===== src/rtl/mmrf_pkg.sv =====
package mmrf_pkg;
    localparam int DW        = 8;
    localparam int NREG      = 32;
    localparam int IW        = $clog2(NREG);
    localparam int AW        = 16;
    localparam int PW        = 2 * DW;
    localparam int NPTR      = 3;
    localparam int PTR_BASE  = NREG - 2 * NPTR;
    localparam int IMM_MIN   = NREG / 2;
    localparam int IO_SIZE   = 64;
    localparam int IOW       = $clog2(IO_SIZE);
    localparam int SRAM_BASE = 'h100;

    typedef logic [DW-1:0] byte_t;
    typedef logic [IW-1:0] idx_t;
    typedef logic [AW-1:0] addr_t;
    typedef logic [PW-1:0] ptr_t;
    typedef logic [IOW-1:0] io_off_t;

    localparam addr_t IO_LO  = addr_t'(NREG);
    localparam addr_t IO_HI  = addr_t'(NREG + IO_SIZE);
    localparam addr_t SRAM_LO = addr_t'(SRAM_BASE);

    typedef enum logic [1:0] {SEL_X = 2'd0, SEL_Y = 2'd1, SEL_Z = 2'd2, SEL_NONE = 2'd3} ptr_sel_e;
    typedef enum logic [1:0] {OP_HOLD = 2'd0, OP_POSTINC = 2'd1, OP_PREDEC = 2'd2, OP_RSVD = 2'd3} ptr_op_e;
    typedef enum logic [1:0] {RG_FILE, RG_IO, RG_GAP, RG_SRAM} region_e;

    typedef struct packed {
        logic  en;
        idx_t  idx;
        byte_t data;
    } wr_req_t;

    typedef struct packed {
        logic en;
        idx_t lo_idx;
        ptr_t val;
    } ptr_upd_t;

    function automatic region_e classify(addr_t a);
        if (a < IO_LO)        return RG_FILE;
        else if (a < IO_HI)   return RG_IO;
        else if (a < SRAM_LO) return RG_GAP;
        else                  return RG_SRAM;
    endfunction
endpackage


===== src/rtl/mmrf_dec.sv =====
module mmrf_dec
    import mmrf_pkg::*;
(
    input  logic    bus_en,
    input  logic    bus_we,
    input  addr_t   bus_addr,
    input  byte_t   bus_wdata,
    output region_e region,
    output logic    io_sel,
    output logic    io_we,
    output io_off_t io_addr,
    output logic    sram_sel,
    output logic    sram_we,
    output wr_req_t rf_wr
);
    addr_t io_rel;

    always_comb begin
        region   = classify(bus_addr);
        io_rel   = bus_addr - IO_LO;
        io_sel   = bus_en && (region == RG_IO);
        io_we    = io_sel && bus_we;
        io_addr  = io_rel[IOW-1:0];
        sram_sel = bus_en && (region == RG_SRAM);
        sram_we  = sram_sel && bus_we;
        rf_wr.en   = bus_en && bus_we && (region == RG_FILE);
        rf_wr.idx  = bus_addr[IW-1:0];
        rf_wr.data = bus_wdata;
    end
endmodule


===== src/rtl/mmrf_ptr.sv =====
module mmrf_ptr
    import mmrf_pkg::*;
(
    input  ptr_t [NPTR-1:0] cur,
    input  ptr_sel_e        sel,
    input  ptr_op_e         op,
    output ptr_t            eff_addr,
    output ptr_upd_t        upd
);
    ptr_t picked;
    ptr_t next_up;
    ptr_t next_dn;
    logic active;

    always_comb begin
        picked  = '0;
        for (int k = 0; k < NPTR; k++) begin
            if (sel == ptr_sel_e'(k)) picked = cur[k];
        end
        next_up = picked + ptr_t'(1);
        next_dn = picked - ptr_t'(1);
        active  = (sel != SEL_NONE) && ((op == OP_POSTINC) || (op == OP_PREDEC));

        eff_addr   = (op == OP_PREDEC) ? next_dn : picked;
        upd.en     = active;
        upd.lo_idx = idx_t'(PTR_BASE + 2 * int'(sel));
        upd.val    = (op == OP_PREDEC) ? next_dn : next_up;
    end
endmodule


===== src/rtl/mmrf_regs.sv =====
module mmrf_regs
    import mmrf_pkg::*;
(
    input  logic                clk,
    input  logic                rst,
    input  wr_req_t             port_wr,
    input  ptr_upd_t            ptr_wr,
    input  wr_req_t             bus_wr,
    output byte_t [NREG-1:0]    q
);
    idx_t hi_idx;
    assign hi_idx = ptr_wr.lo_idx + idx_t'(1);

    for (genvar i = 0; i < NREG; i++) begin : g_reg
        byte_t r;
        always_ff @(posedge clk) begin
            if (rst)
                r <= '0;
            else if (port_wr.en && port_wr.idx == idx_t'(i))
                r <= port_wr.data;
            else if (ptr_wr.en && ptr_wr.lo_idx == idx_t'(i))
                r <= ptr_wr.val[DW-1:0];
            else if (ptr_wr.en && hi_idx == idx_t'(i))
                r <= ptr_wr.val[PW-1:DW];
            else if (bus_wr.en && bus_wr.idx == idx_t'(i))
                r <= bus_wr.data;
        end
        assign q[i] = r;
    end
endmodule


===== src/rtl/mmrf_top.sv =====
module mmrf_top
    import mmrf_pkg::*;
(
    input  logic        clk,
    input  logic        rst,
    input  logic [4:0]  rd_a_idx,
    output logic [7:0]  rd_a_data,
    input  logic [4:0]  rd_b_idx,
    output logic [7:0]  rd_b_data,
    input  logic        wr_en,
    input  logic [4:0]  wr_idx,
    input  logic [7:0]  wr_data,
    input  logic        imm_mode,
    output logic        imm_err,
    input  logic        bus_en,
    input  logic        bus_we,
    input  logic [15:0] bus_addr,
    input  logic [7:0]  bus_wdata,
    output logic [7:0]  bus_rdata,
    output logic        io_sel,
    output logic        io_we,
    output logic [5:0]  io_addr,
    input  logic [7:0]  io_rdata,
    output logic        sram_sel,
    output logic        sram_we,
    input  logic [7:0]  sram_rdata,
    input  logic [1:0]  ptr_sel,
    input  logic [1:0]  ptr_op,
    output logic [15:0] ptr_addr,
    output logic [15:0] ptr_x,
    output logic [15:0] ptr_y,
    output logic [15:0] ptr_z
);
    byte_t [NREG-1:0] q;
    ptr_t  [NPTR-1:0] ptrs;
    wr_req_t  port_wr;
    wr_req_t  bus_wr;
    ptr_upd_t ptr_wr;
    region_e  region;
    logic     low_target;

    always_comb begin
        low_target   = wr_idx < idx_t'(IMM_MIN);
        imm_err      = wr_en && imm_mode && low_target;
        port_wr.en   = wr_en && !(imm_mode && low_target);
        port_wr.idx  = wr_idx;
        port_wr.data = wr_data;
    end

    mmrf_dec u_dec (
        .bus_en   (bus_en),
        .bus_we   (bus_we),
        .bus_addr (bus_addr),
        .bus_wdata(bus_wdata),
        .region   (region),
        .io_sel   (io_sel),
        .io_we    (io_we),
        .io_addr  (io_addr),
        .sram_sel (sram_sel),
        .sram_we  (sram_we),
        .rf_wr    (bus_wr)
    );

    for (genvar k = 0; k < NPTR; k++) begin : g_ptr
        assign ptrs[k] = {q[PTR_BASE + 2*k + 1], q[PTR_BASE + 2*k]};
    end

    mmrf_ptr u_ptr (
        .cur     (ptrs),
        .sel     (ptr_sel_e'(ptr_sel)),
        .op      (ptr_op_e'(ptr_op)),
        .eff_addr(ptr_addr),
        .upd     (ptr_wr)
    );

    mmrf_regs u_regs (
        .clk    (clk),
        .rst    (rst),
        .port_wr(port_wr),
        .ptr_wr (ptr_wr),
        .bus_wr (bus_wr),
        .q      (q)
    );

    assign rd_a_data = q[rd_a_idx];
    assign rd_b_data = q[rd_b_idx];
    assign ptr_x     = ptrs[0];
    assign ptr_y     = ptrs[1];
    assign ptr_z     = ptrs[2];

    always_comb begin
        bus_rdata = '0;
        if (bus_en) begin
            unique case (region)
                RG_FILE: bus_rdata = q[bus_addr[IW-1:0]];
                RG_IO:   bus_rdata = io_rdata;
                RG_SRAM: bus_rdata = sram_rdata;
                default: bus_rdata = '0;
            endcase
        end
    end
endmodule


===== config.mk =====
export PLATFORM = sky130hd
export DESIGN_NAME = mmrf_top
export DESIGN_NICKNAME = d
export VERILOG_FILES = /design/src/rtl/mmrf_pkg.sv /design/src/rtl/mmrf_dec.sv /design/src/rtl/mmrf_ptr.sv /design/src/rtl/mmrf_regs.sv /design/src/rtl/mmrf_top.sv
export SDC_FILE = /design/constraint.sdc
export NUM_CORES = 1
export LEC_CHECK = 0
export ABC_CLOCK_PERIOD_IN_PS = 4300
export BUFFER_PORTS_ARGS = -buffer_cell sky130_fd_sc_hd__clkbuf_2
export CORE_ASPECT_RATIO = 1.1
export CORE_MARGIN = 4
export CORE_UTILIZATION = 40
export CTS_CLUSTER_DIAMETER = 200
export DETAILED_ROUTE_END_ITERATION = 12
export GPL_TIMING_DRIVEN = 0
export HOLD_SLACK_MARGIN = 0.1
export SLEW_MARGIN = 5
export SYNTH_ARGS = -nofsm -noshare
export SYNTH_HDL_FRONTEND = slang
export SYNTH_SLANG_ARGS = --single-unit

===== constraint.sdc =====
create_clock -name clk -period 4.3 [get_ports clk]
set_input_delay 0.86 -clock clk [delete_from_list [all_inputs] [get_ports clk]]
set_output_delay 0.86 -clock clk [all_outputs]
set_load 0.005 [all_outputs]

# Word level (Yosys, flattened, before mapping)
# Index checks and enable logic that the tools add are counted.
[op_classes] magnitude_cmp=7 bitwise_logic=0 muxes=144 n_shift=0 eq_ne=131 div=0 n_mul=0 n_reduce_logical=179 addsub=5
[ops] cell="$mux 8" n=132
[ops] cell="$eq 5x5->1 const B" n=64
[ops] cell="$eq 5x4->1 const B" n=32
[ops] cell="$logic_and 1x1->1" n=139
[ops] cell="$reduce_bool 4->1" n=32
[ops] cell="$bmux 8 s5" n=3
[ops] cell="$eq 5x3->1 const B" n=16
[ops] cell="$mux 16" n=5
[ops] cell="$eq 5x2->1 const B" n=8
[ops] cell="$pmux 8 s3" n=1
[ops] cell="$eq 5x1->1 const B" n=4
[ops] cell="$logic_not 5->1" n=4
[ops] cell="$lt 5x6->1 const B" n=3
[ops] cell="$add 16x1->16 const B" n=1
[ops] cell="$lt 16x6->1 const B" n=1
[ops] cell="$lt 16x7->1 const B" n=1
[ops] cell="$lt 16x9->1 const B" n=1
[ops] cell="$sub 16x1->16 const B" n=1
[ops] cell="$eq 2x1->1 const B" n=3
[ops] cell="$eq 2x2->1 const B" n=3
[ops] cell="$sub 6x6->6 const B" n=1
[ops] cell="$add 5x1->5 const B" n=1
[ops] cell="$add 5x3->5 const A" n=1
[ops] cell="$lt 5x5->1 const B" n=1
[ops] cell="6 further kinds" n=8
[totals] input_bits=73 memories=0 latch_bits=0 elab_cells=498 out_inout_bits=99 regBits=256 romBits=0 ram_bits=0

# Logic depth before layout (Yosys ltp)
[logic_depth] word_depth=11 mapped_depth=13 depth_no_buf=11

# Hierarchy
# Synthesis repeated with hierarchy kept, for this count alone.
[unflattened] cells_unflattened=3339 hier_area_um2=27655.3
[by_module_without_submodules] module="mmrf_regs" cells_per_inst=2651 instances=1 area_each_um2=19648.8
[by_module_without_submodules] module="mmrf_top" cells_per_inst=484 instances=1 area_each_um2=6328.6
[by_module_without_submodules] module="mmrf_ptr" cells_per_inst=170 instances=1 area_each_um2=1400.1
[by_module_without_submodules] module="mmrf_dec" cells_per_inst=34 instances=1 area_each_um2=277.8

# Worst setup path after synthesis
# OpenSTA, ideal clock, no wires.
[synth_path] path_type="input port to output port" from="in bus_addr[1]" to="out bus_rdata[0]" path_stages=9 slack_ns=0.185 required_time_ns=3.440 n_path_buf=3 arrival_time_ns=3.255 path_cell_list="clkbuf_1 buf_1 clkbuf_1 mux4_2 mux4_2 mux2i_1 nor2_1 a221oi_1 nor2_1"
[synth_via] elab_chain_cells=7 word_cells_on_any_way=13 classes_between="order compare: 3; eq/ne: 2; mux: 7; reduce/logical: 1"
[synth_lines] element="start: declaration" line="mmrf_top.sv:17" text="input logic [15:0] bus_addr,"
[synth_lines] element="$lt 16x9->1" line="mmrf_pkg.sv:43" text="else if (a < SRAM_LO) return RG_GAP;"
[synth_lines] element="$mux 1" line="mmrf_pkg.sv:43"
[synth_lines] element="$mux 2" line="mmrf_pkg.sv:42" text="else if (a < IO_HI) return RG_IO;"
[synth_lines] element="$mux 2" line="mmrf_pkg.sv:41" text="if (a < IO_LO) return RG_FILE;"
[synth_lines] element="$eq 2x2->1, or another cell as far along" line="mmrf_top.sv:94" text="unique case (region)"
[synth_lines] element="$pmux 8 s3 *" line="mmrf_top.sv:94"
[synth_lines] element="$mux 8 *" line="mmrf_top.sv:93" text="if (bus_en) begin"
[synth_lines] element="end: declaration" line="mmrf_top.sv:19" text="output logic [7:0] bus_rdata,"
# Mark *: on every way between the ends. The rest lies on a longest branch, timed or not. The select of a mux whose other input is x is not followed.

# Worst setup path in the final report
[layout_path] from="in rd_a_idx[1]" to="out rd_a_data[3]"
[layout_via] elab_chain_cells=2
[layout_lines] element="start: declaration" line="mmrf_top.sv:6" text="input logic [4:0] rd_a_idx,"
[layout_lines] element="$bmux 8 s5" line="mmrf_top.sv:85" text="assign rd_a_data = q[rd_a_idx];"
[layout_lines] element="$mux 8 (implied by the code)" line="mmrf_top.sv:85"
[layout_lines] element="end: declaration" line="mmrf_top.sv:7" text="output logic [7:0] rd_a_data,"
# Every way passes these cells. The select of a mux whose other input is x is not followed.

==> summary.md <==
| Metric | Value |
|---|---|
| Run status | finished, violations left |
| Violated checks | negative setup slack |
| Area of the placeable core | 48,100 um^2 |
| DIE WIDTH | 219 um |
| Proportion of total power due to net switching | 32.3% |
| Number of DRC markers in iteration 0 | 3,083 |
| Largest register by flop count | u_regs.g.r |
| Setup violators final | 7 |
| Register bit total from synthesis | 256 |
| Combinational share of power | 19.2% |
| Unrepaired setup endpoints after global routing | true |
| Non-Filler Cell Area, Final | 22,400 um^2 |
| Type of the worst min-delay path | reg -> reg |
| Sw power | 1990 uW |
| Max rail drop VDD | 324 uV |
| Initial Util | 40.8% |
| Maximum number of pins on one net before global-route repair | 16 |
| Internal portion of total power | 4170 uW |
| Asr flop ratio synth | 0% |
| Gate Count Post-Synth | 1,900 |
| Final GP Congestion | 1.12 |
| Final Hold Vio Count | 0 |
| Layout cells sized above 1 | 29.2% |
| Number of flip-flops under the largest register name | 256 |
| Worst EP required | 3.44 ns |
| Quantity of hold-fixing buffers added after cts | 0 |
| Number of H-tree levels | 1 |
| Post-layout min period | 4.33 ns |
| Count of unique library cells instantiated by Yosys | 59 |
| Endpoint class of the critical path | output pin |
| Max-cap check violation count | 0 |
| Crit path launch type | primary input |
| Maximum clock frequency | 0.231 GHz |
| Slew at the pin closest to its max-slew limit | 1.32 ns |
| Crit Path Class | in -> out |
| Final setup skew | 0.0153 ns |
| Cell at the root of the clock tree | clkbuf_16 |
| Clock tree from TritonCTS | done |
| Overall overflow remaining after global route | 0 |
| Number of global-route vias before repair | 18,200 |
| Total negative slack for setup checks | -0.0889 ns |
| CTS clk-pin slew, worst paths | 0.06 ns |
| Routed wire length | 99,000 um |
| Number of core rows | 84 |
| Number of nets in the synthesized netlist | 1,978 |
| Antenna Violating Nets Remaining | 0 |
| CTS Buffer Depth | 3 |
| Leakage power figure | 0.00751 uW |
| Slew headroom | 11.8% |
| IO buf count | 158 |
| Final slew viol count | 0 |
| Iteration count of the initial detailed-routing pass | 6 |
| Number of flops mapped to enable cells by yosys | 0 |
| Final-layout worst hold slack | 0.584 ns |
| Pwr/cell area | 275 nW/um^2 |
| Worst endpoint data arrival time | 3.47 ns |
| Detailed placer's ending HPWL | 74,800 um |
| Clock network power share | 40.2% |
| Commonest register cell after synthesis | dfxtp_1 |
| Count of synthesis-stage warnings from yosys | 0 |
| # IOs | 172 |
| Total number of vias | 19,200 |
| Number of remaining DRC errors | 0 |
| Die Footprint | 52,700 um^2 |
| Layout area overhead | 14.1% |
| Per-cell routed wire length | 35.9 um |
| Vert. Die Dim | 240 um |
| Largest registers in the final layout | u_regs.g.r x256 |
| Fin nets | 2,170 |
| Number of buffers created by CTS | 31 |
| Setup WS post-layout | -0.0303 ns |
| Wire length of the first global-routing pass | 137,000 um |
| Initial antenna violation count | 2 |
| Placed cell area | 21,200 um^2 |
| Part of the Yosys area used for sequential elements | 26.1% |
| Sequential cell fraction of total power | 40.7% |
| Source-to-sink clock delay at the later pin of the worst-skew pair | 0.61 ns |
| Crit Path Max Fanout | 10 |
| Number of clock sinks | 256 |
| Synthesized area per cell | 10.3 um^2 |
| Cell area after synthesis | 19,600 um^2 |
| Period utilization | 101% |
| Routed vias/inst | 6.96 |
| Total global-route track usage | 36.6% |
## worst max-delay path: stages
cell and delay, ns:
clkbuf_2 0.31, clkbuf_2 0.36, buf_2 0.44, mux4_2 0.41
mux4_2 0.56, mux2_2 0.37, clkbuf_2 0.14
## area by class of cell
cell class	count	area (um^2)
fillers	4645	25700
multi-input cells	1383	13400
flip-flops and latches	256	5120
plain buffers	250	1320
clock buffers	45	838
repair buffers	161	821
well taps	645	807
clock inverters	7	46.3
inverters	9	37.5
diodes	1	2.50
## routing by layer
metal	vias to the layer above	GRT usage (%)	share of wire [%]
li1	7682	-	-
met1	9457	47.4	37
met2	1688	54.2	42
met3	363	11.0	14
met4	4	21.5	7.7
met5	-	0	0.021
## kinds of logic (layout without fill, tap and decap cells)
| logic type | Yosys count | in the layout | synth area share [%] |
|---|---|---|---|
| compound gates | 334 | 334 | 12.6 |
| xor+xnor | 30 | 30 | 1.34 |
| fa+ha+maj | 5 | 5 | 0.319 |
| buf+inv | 261 | 472 | 6.08 |
| flops | 256 | 256 | 26.1 |
| mux | 519 | 519 | 41.9 |
| other cells | 0 | 1 | 0 |
| simple gates | 495 | 495 | 11.7 |
## cells in the final DEF, fill, tap and decap left out, drive strengths merged, types with 28 or more instances in the layout
cell,netlist,final
a21oi,29,29
mux4,240,240
clkbuf,151,354
nor2,305,305
nor3,28,28
mux2i,263,263
buf,101,101
a211oi,221,221
dfxtp,256,256
nand2,81,81
## through the flow
step           instances  util (%)  setup WS, ns  total power [uW]
3_3_place_gp        2703      44.1         -1.32              3650
4_1_cts             2756      46.4       0.00464              6090
2_1_floorplan       1900         -         0.185              3150
6_report            2757      46.5       -0.0303              6160
3_5_place_dp        2704      44.1         -1.33              3660
5_1_grt             2756      46.5       -0.0388              6260
## cell usage after synthesis, drive strengths merged, types with 2 or more instances
master | count | area, um^2
or4 | 9 | 75.1
nand2b | 8 | 50.1
o211ai | 3 | 22.5
a2bb2oi | 2 | 17.5
xor2 | 13 | 114
xnor2 | 17 | 149
clkbuf | 151 | 567
a22oi | 5 | 37.5
o21bai | 5 | 37.5
a211oi | 221 | 1660
mux2i | 263 | 2630
a2111oi | 2 | 17.5
nand3 | 8 | 40.0
a21oi | 29 | 145
or3 | 17 | 106
nor2b | 7 | 43.8
buf | 101 | 593
o21ai | 13 | 65.1
a221oi | 14 | 129
ha | 5 | 62.6
nor4 | 7 | 62.6
o221ai | 16 | 140
nand3b | 10 | 75.1
nand2 | 81 | 304
dfxtp | 256 | 5120
inv | 9 | 33.8
nor3 | 28 | 188
nand4 | 2 | 12.5
and2 | 8 | 50.1
a31oi | 3 | 18.8
o2bb2ai | 12 | 111
o22ai | 3 | 18.8
nor2 | 305 | 1230
mux2 | 16 | 180
mux4 | 240 | 5410
## worst paths after layout
path | start | endpoint | slack (ns) | depth (start not counted)
hold reg to reg | u_regs.g_reg[9].r[1]$_SDFFE_PP0P_ | u_regs.g_reg[9].r[1]$_SDFFE_PP0P_ | 0.58 | 2
setup reg to reg | u_regs.g_reg[26].r[5]$_SDFFE_PP0P_ | u_regs.g_reg[29].r[6]$_SDFFE_PP0P_ | 1.09 | 9
hold / removal | u_regs.g_reg[9].r[1]$_SDFFE_PP0P_ | u_regs.g_reg[9].r[1]$_SDFFE_PP0P_ | 0.58 | 2
setup / recovery | rd_a_idx[1] | rd_a_data[3] | -0.03 | 7
## power groups by stage
stage / clock network [uW] / registers, uW / logic (uW)
after global routing: 2550 / 2500 / 1210
after detailed placement: 0 / 2550 / 1110
final: 2480 / 2510 / 1180
after floorplan: 0 / 2500 / 647
after CTS: 2460 / 2500 / 1130
after global placement: 0 / 2550 / 1100
## what timing repair did
item,4_1_cts,5_1_grt
resized for setup,137,29
pin swaps,0,2
setup endpoints to repair,30,25
buffers inserted,1,1
Note: power is estimated with default switching activity, not from simulation.
